### src/rtl/spi_sclk_pkg.sv
package spi_sclk_pkg;
  localparam int CODE_W = 4;

  // Scrambled code -> ratio 1..16
  function automatic logic [4:0] code_to_ratio(input logic [CODE_W-1:0] c);
    if (c[CODE_W-1]) return 5'd31 - {c, 1'b0};
    else             return 5'd16 - {c, 1'b0};
  endfunction
endpackage

### src/rtl/sclk_div_decode.sv
module sclk_div_decode
  import spi_sclk_pkg::*;
#(
  parameter int CTRL_W     = 32,
  parameter int CODE_LSB   = 8,
  parameter int BASE_LSB   = 24,
  parameter int BASE_W     = 4,
  parameter int LEGACY_BIT = 13,
  parameter int DIV_W      = BASE_W + 5
) (
  input  logic [CTRL_W-1:0] ctrl_i,
  output logic [DIV_W-1:0]  div_o
);
  logic [4:0]        ratio;
  logic [BASE_W-1:0] ext;
  logic [DIV_W-1:0]  raw;

  always_comb begin
    ratio = code_to_ratio(ctrl_i[CODE_LSB +: CODE_W]);
    ext   = ctrl_i[BASE_LSB +: BASE_W];
    if (ctrl_i[LEGACY_BIT]) raw = DIV_W'({ratio, 2'b00});
    else                    raw = DIV_W'(ratio) + (DIV_W'(ext) << 4);
    // divide-by-1 is illegal: fall back to 2
    div_o = (raw == DIV_W'(1)) ? DIV_W'(2) : raw;
  end
endmodule

### src/rtl/sclk_phase_gen.sv
module sclk_phase_gen #(
  parameter int DIV_W = 9
) (
  input  logic             clk_i,
  input  logic             rst_ni,
  input  logic             active_i,
  input  logic [DIV_W-1:0] div_i,
  output logic             sclk_o,
  output logic             rise_o,
  output logic             fall_o
);
  logic [DIV_W-1:0] cnt_q, cnt_nx, low_len, last;
  logic             sclk_q;

  assign low_len = div_i >> 1;
  assign last    = div_i - DIV_W'(1);

  always_comb begin
    if (!active_i)          cnt_nx = '0;
    else if (cnt_q >= last) cnt_nx = '0;  // also covers a shrunk divisor
    else                    cnt_nx = cnt_q + DIV_W'(1);
  end

  always_ff @(posedge clk_i or negedge rst_ni) begin
    if (!rst_ni) begin
      cnt_q  <= '0;
      sclk_q <= 1'b0;
    end else begin
      cnt_q  <= cnt_nx;
      sclk_q <= active_i && (cnt_nx >= low_len);
    end
  end

  assign sclk_o = sclk_q;
  assign rise_o = active_i && (cnt_q == low_len - DIV_W'(1));
  assign fall_o = active_i && (cnt_q == last);

  assert_idle_low_R6: assert property (@(posedge clk_i) disable iff (!rst_ni)
    !active_i |=> !sclk_o);
  assert_rise_leads_R8: assert property (@(posedge clk_i) disable iff (!rst_ni)
    rise_o |=> sclk_o);
  assert_fall_leads_R8: assert property (@(posedge clk_i) disable iff (!rst_ni)
    fall_o |=> !sclk_o);
  assert_rose_has_strobe_R8: assert property (@(posedge clk_i) disable iff (!rst_ni)
    $rose(sclk_o) |-> $past(rise_o));
  assert_strobes_exclusive_R8: assert property (@(posedge clk_i) disable iff (!rst_ni)
    $onehot0({rise_o, fall_o}));
endmodule

### src/rtl/spi_sclk_gen.sv
module spi_sclk_gen #(
  parameter int CTRL_W     = 32,
  parameter int CODE_LSB   = 8,
  parameter int BASE_LSB   = 24,
  parameter int BASE_W     = 4,
  parameter int LEGACY_BIT = 13
) (
  input  logic              clk_i,
  input  logic              rst_ni,
  input  logic [CTRL_W-1:0] ctrl_i,
  input  logic              cs_active_i,
  output logic              sclk_o,
  output logic              rise_stb_o,
  output logic              fall_stb_o
);
  localparam int DIV_W = BASE_W + 5;

  logic [DIV_W-1:0] div;

  sclk_div_decode #(
    .CTRL_W(CTRL_W), .CODE_LSB(CODE_LSB), .BASE_LSB(BASE_LSB),
    .BASE_W(BASE_W), .LEGACY_BIT(LEGACY_BIT), .DIV_W(DIV_W)
  ) u_dec (
    .ctrl_i(ctrl_i),
    .div_o (div)
  );

  sclk_phase_gen #(.DIV_W(DIV_W)) u_phase (
    .clk_i   (clk_i),
    .rst_ni  (rst_ni),
    .active_i(cs_active_i),
    .div_i   (div),
    .sclk_o  (sclk_o),
    .rise_o  (rise_stb_o),
    .fall_o  (fall_stb_o)
  );

  assert_legacy_mult4_R3: assert property (@(posedge clk_i) disable iff (!rst_ni)
    ctrl_i[LEGACY_BIT] |-> (div[1:0] == 2'b00 && div >= DIV_W'(4) && div <= DIV_W'(64)));
  assert_ext_extends_R2: assert property (@(posedge clk_i) disable iff (!rst_ni)
    (!ctrl_i[LEGACY_BIT] && ctrl_i[BASE_LSB +: BASE_W] != '0) |-> div > DIV_W'(16));
  assert_no_div1_R4: assert property (@(posedge clk_i) disable iff (!rst_ni)
    div >= DIV_W'(2));
endmodule

### config.mk
export PLATFORM = sky130hd
export DESIGN_NAME = spi_sclk_gen
export DESIGN_NICKNAME = d
export VERILOG_FILES = /design/src/rtl/spi_sclk_pkg.sv /design/src/rtl/sclk_div_decode.sv /design/src/rtl/sclk_phase_gen.sv /design/src/rtl/spi_sclk_gen.sv
export SDC_FILE = /design/constraint.sdc
export NUM_CORES = 1
export LEC_CHECK = 0
export CORE_ASPECT_RATIO = 1.4
export CORE_MARGIN = 2
export CORE_UTILIZATION = 45
export CTS_BUF_LIST = sky130_fd_sc_hd__clkbuf_8 sky130_fd_sc_hd__clkbuf_16
export DETAILED_ROUTE_END_ITERATION = 7
export MAX_ROUTING_LAYER = met4
export PLACE_DENSITY_LB_ADDON = 0.15
export SYNTH_ARGS = -nofsm -noshare
export SYNTH_HDL_FRONTEND = slang
export SYNTH_SLANG_ARGS = --single-unit
### constraint.sdc
create_clock -name clk_i -period 17.05 [get_ports clk_i]
set_clock_uncertainty 0.2 [all_clocks]
set_input_delay 4.2625 -clock clk_i [delete_from_list [all_inputs] [get_ports clk_i]]
set_output_delay 4.2625 -clock clk_i [all_outputs]
set_load 0.03 [all_outputs]
* Yosys cells after proc, flatten, opt, wreduce, memory -nomap -nowiden
Cells that the tools add are included.
Cells by class: equality and inequality tests 3, magnitude comparators 2, reduce and logical (&&, ||, !) cells 3, mux-type cells 5, add/subtract/negate cells 6
Operators by type and width (number):
- two-way mux 9 bit | 4
- equality test 9 bit | 2
- subtractor 5 bit, first input constant | 2
- adder 5 x 8 -> 9 bit | 1
- adder 9 x 1 -> 9 bit, second input constant | 1
- equality test 9 x 1 -> 1 bit, second input constant | 1
- >= comparator 9 x 8 -> 1 bit | 1
- >= comparator 9 bit | 1
- subtractor 8 x 1 -> 9 bit, second input constant | 1
- subtractor 9 x 1 -> 9 bit, second input constant | 1
- two-way mux 5 bit | 1
- logical AND 1 bit | 3
Word-level totals: output and inout port bits 3, bits of input ports 35, logic and storage cells 21, bits in registers 10

* Logic depth before layout (Yosys ltp)
word-level depth 12, depth in mapped cells 27

* Hierarchy
A second synthesis with hierarchy kept.
Unflattened totals: cell total of the unflattened synthesis 181, area, all modules 1406.3 µm²
By module, submodules not included:
- sclk_phase_gen | area each 1162.4 µm², instances 1, cells each 141, sequential area each 250.2 µm²
- sclk_div_decode | area each 244.0 µm², instances 1, cells each 40, sequential area each 0.0 µm²

* Worst setup path before layout
OpenSTA, ideal clock, no wires.
path kind in2out, start in ctrl_i[9], end out fall_stb_o, setup slack 4.694 ns, cell stages on the path 12, arrival 7.893 ns, buffers on the path 0, cells stage by stage nor4_1 -> ha_1 -> ha_1 -> a221oi_4 -> nand4_4 -> o311ai_1 -> ha_1 -> nand3_1 -> xnor2_1 -> ha_1 -> nand3_1 -> nor3_1
On the way: word-level cells in the longest chain between the ends 9, elaborated cells on any way between the ends 10
RTL lines:
- start: declaration | RTL line spi_sclk_gen.sv:10 | input logic [CTRL_W-1:0] ctrl_i,
- subtractor 5 bit, on equally long branches | RTL line spi_sclk_pkg.sv:7, spi_sclk_pkg.sv:6
- two-way mux 5 bit (*) | RTL line spi_sclk_pkg.sv:6 | if (c[CODE_W-1]) return 5'd31 - {c, 1'b0};
- adder 5 x 8 -> 9 bit | RTL line sclk_div_decode.sv:22 | else raw = DIV_W'(ratio) + (DIV_W'(ext) << 4);
- two-way mux 9 bit (*) | RTL line sclk_div_decode.sv:21 | if (ctrl_i[LEGACY_BIT]) raw = DIV_W'({ratio, 2'b00});
- equality test 9 x 1 -> 1 bit | RTL line sclk_div_decode.sv:24 | div_o = (raw == DIV_W'(1)) ? DIV_W'(2) : raw;
- two-way mux 9 bit (*) | RTL line sclk_div_decode.sv:24
- subtractor 9 x 1 -> 9 bit (*) | RTL line sclk_phase_gen.sv:16 | assign last = div_i - DIV_W'(1);
- equality test 9 bit (*) | RTL line sclk_phase_gen.sv:36 | assign fall_o = active_i && (cnt_q == last);
- logical AND 1 bit (*) | RTL line sclk_phase_gen.sv:36
- end: declaration | RTL line spi_sclk_gen.sv:14 | output logic fall_stb_o
Mark *: on every way between the ends. The rest lies on a longest branch, timed or not.

* Worst setup path after layout
start in ctrl_i[11], end out fall_stb_o
The elaborated chain is that of the path after synthesis.

==> load_flow_metrics.sql <==
INSERT INTO impl_metrics (metric_group, metric, value, unit) VALUES
('outcome', 'outcome', 'complete, no violations', ''),
('cts', 'cts_htree_levels', '1', ''),
('critical_path', 'cpMaxStageDelayCell', 'sky130_fd_sc_hd__o311ai_1', ''),
('cts', 'post-cts-setup-buffer-count', '0', ''),
('critical_path', 'critical-path-top-delay-family', 'buffers and inverters', ''),
('route', 'vias', '1312', ''),
('pwr', 'power.net_switching', '31.5', 'uW'),
('synth', 'yosys.area_share.simple', '0.262', ''),
('pwr', 'ir_worst_vdd', '0.0000364', 'V'),
('die', 'initial_utilization', '0.466', ''),
('critical_path', 'critPathRequiredTime', '12590', 'ps'),
('die', 'io-pin-count', '38', ''),
('job', 'count_of_maximum_capacitance_violations', '0', ''),
('cts', 'cts_made_buffers', '3', ''),
('critical_path', 'reg2reg_to', 'u_phase.sclk_o', ''),
('synth', 'synth_seq_area_share', '0.162', ''),
('final_layout', 'syn2layout_area_growth', '13.0', '%'),
('sta', 'postLayoutSetupSlackWorst', '3290', 'ps'),
('route', 'drt_drc_violations_left', '0', ''),
('sta', 'period_share', '0.807', ''),
('synth', 'synth.mux.area_fraction', '0.0373', ''),
('final_layout', 'final_design_area_no_fill', '1740', 'sq um'),
('synth', 'synth_xor_xnor_area_share', '0.142', ''),
('cts', 'number_of_sinks_on_the_clock_net', '10', ''),
('critical_path', 'critPathMaxFanout', '14', ''),
('route', 'detail_route.first_pass.iterations', '4', ''),
('final_layout', 'area_of_the_multi_input_gates', '1230', 'sq um'),
('cts', 'post_cts_resized', '0', ''),
('final_layout', 'drive_above_1_share', '0.0674', ''),
('sta', 'worst_tran_pin_value', '742', 'ps'),
('route', 'dr.first_iter.drc_count', '21', ''),
('cts', 'max-clock-path-buffers', '2', ''),
('die', 'fp.dieArea', '3920', 'sq um'),
('place', 'place_congestion', '0.842', ''),
('synth', 'synthesis.nets', '239', ''),
('final_layout', 'ff_latch_area', '250', 'sq um'),
('pwr', 'powerDensity', '51.4', 'nW/um^2'),
('sta', 'setup-violations-final', '0', ''),
('synth', 'synth_top_flop_cell', 'sky130_fd_sc_hd__dfrtp_1', ''),
('die', 'core_area', '3320', 'sq um'),
('cts', 'clock_latency_at_the_later_pin_of_the_worst_skew_pair', '240', 'ps'),
('sta', 'slew-limit-headroom', '0.498', ''),
('place', 'placedInstanceArea', '1700', 'sq um'),
('synth', 'ys_seq_elements', '10', ''),
('critical_path', 'timing.critical_path.arrival', '9300', 'ps'),
('pwr', 'p_leak', '0.761', 'nW'),
('cts', 'cts_root_buffer', 'sky130_fd_sc_hd__clkbuf_8', ''),
('worst_hold_path', 'hold_path_startpoint', 'u_phase.cnt_q[0]', ''),
('pwr', 'power.combinational.fraction', '0.431', ''),
('sta', 'final.min_clock_period', '13760', 'ps'),
('worst_hold_path', 'hold_depth', '1', ''),
('critical_path', 'max_stage_delay', '710', 'ps'),
('synth', 'yosys.area_share.adder', '0.186', ''),
('pwr', 'swShare', '0.351', ''),
('final_layout', 'antenna_cells', '0', ''),
('global_routing', 'grt_start_max_net_pins', '15', ''),
('sta', 'fmax', '72.7', 'MHz'),
('place', 'detailedPlace.worstSlack', '3230', 'ps'),
('pwr', 'p_seq_frac', '0.294', ''),
('route', 'vias_per_cell', '5.63', ''),
('synth', 'synth_top_family_by_area', 'simple AND/OR/NAND/NOR gates', ''),
('global_routing', 'track_usage', '0.226', ''),
('pwr', 'clock_power_share', '0.275', ''),
('die', 'die_w', '53.5', 'um'),
('route', 'drt.antenna.violating_nets', '0', ''),
('place', 'detailed_place_hpwl', '2.99', 'mm'),
('sta', 'hold_violation_total_from_the_final_report', '0', ''),
('sta', 'rsz0062_at_grt', 'no', ''),
('sta', 'finalHoldWorstSlack', '390', 'ps'),
('route', 'wl_per_cell', '15.6', 'um'),
('global_routing', 'grt_pass1_wl', '6.26', 'mm');
[cells in the mapped netlist, types with 3 or more instances]
cell | number | area (sq um)
sky130_fd_sc_hd__nor2b_1 | 4 | 25.0
sky130_fd_sc_hd__nor3_1 | 3 | 15.0
sky130_fd_sc_hd__xor2_1 | 8 | 70.1
sky130_fd_sc_hd__nand2b_1 | 5 | 31.3
sky130_fd_sc_hd__nor2_1 | 16 | 60.1
sky130_fd_sc_hd__a21o_1 | 5 | 37.5
sky130_fd_sc_hd__a21oi_1 | 5 | 25.0
sky130_fd_sc_hd__nand2_1 | 17 | 63.8
sky130_fd_sc_hd__ha_1 | 23 | 288
sky130_fd_sc_hd__dfrtp_1 | 10 | 250
sky130_fd_sc_hd__nand3_1 | 11 | 55.1
sky130_fd_sc_hd__xnor2_1 | 17 | 149
sky130_fd_sc_hd__inv_1 | 8 | 30.0
[worst max-delay path by stage]
stage / start / end / slack, ps / cells past startpoint
2_1_floorplan: ctrl_i[9] / fall_stb_o / 4690 / 12
3_3_place_gp: ctrl_i[11] / fall_stb_o / 3290 / 15
3_5_place_dp: ctrl_i[11] / fall_stb_o / 3230 / 15
4_1_cts: ctrl_i[11] / fall_stb_o / 3220 / 15
5_1_grt: ctrl_i[11] / fall_stb_o / 2900 / 15
6_report: ctrl_i[11] / fall_stb_o / 3290 / 15
[registers in the layout, summed over array words and instances, names as in the netlist]
| register | count |
|---|---|
| u_phase.sclk_o | 1 |
| u_phase.cnt_q | 9 |
[kinds of logic (layout without fill, tap and decap cells)]
| kind of cell | after synthesis | after routing |
|---|---|---|
| flip-flops | 10 | 10 |
| AO/OA/AOI/OAI | 30 | 30 |
| multiplexers | 4 | 4 |
| buffers and inverters | 14 | 26 |
| XOR/XNOR | 25 | 25 |
| adder cells (fa/ha/maj) | 23 | 23 |
| AND/OR/NAND/NOR | 75 | 75 |
[area by class of cell]
class                      instances  share of cell area
timing repair buffer              14              0.0803
clock buffer                       3              0.0237
sequential                        10               0.143
inverter                           9              0.0208
multi-input combinational        157               0.703
tap                               40              0.0287
[cell usage in the layout, fill, tap and decap left out, drive strengths merged, types with 3 or more instances in the layout]
cell type / count
nand4: 3
mux2i: 3
nand2b: 5
nand2: 17
inv: 9
o21ai: 3
nor3: 3
nor2: 16
ha: 23
xnor2: 17
nand3: 11
a21o: 5
xor2: 8
clkbuf: 3
a21oi: 5
clkdlybuf4s50: 14
nor2b: 4
dfrtp: 10
[power groups by stage]
stage | clock network, mW | registers, mW | logic [mW]
4_1_cts | 0.0252 | 0.0263 | 0.0391
6_report | 0.0247 | 0.0264 | 0.0387
2_1_floorplan | 0 | 0.0263 | 0.0289
3_5_place_dp | 0 | 0.0267 | 0.0388
5_1_grt | 0.0265 | 0.0265 | 0.0434
3_3_place_gp | 0 | 0.0266 | 0.0370
[per-layer routing]
layer  GRT usage  part of all wire  vias up
li1            -                 -      673
met1       0.236              0.42      616
met2       0.412              0.54       17
met3      0.0224             0.016        6
met4       0.105             0.024        0
met5           -                 0        -
[through the flow]
| stage | utilization | instances | power, mW |
|---|---|---|---|
| 2_1_floorplan | - | 181 | 0.0552 |
| 3_3_place_gp | 0.514 | 230 | 0.0636 |
| 3_5_place_dp | 0.514 | 230 | 0.0655 |
| 4_1_cts | 0.526 | 233 | 0.0906 |
| 5_1_grt | 0.526 | 233 | 0.0964 |
| 6_report | 0.526 | 233 | 0.0897 |
Power figures use the tool's default switching activity.
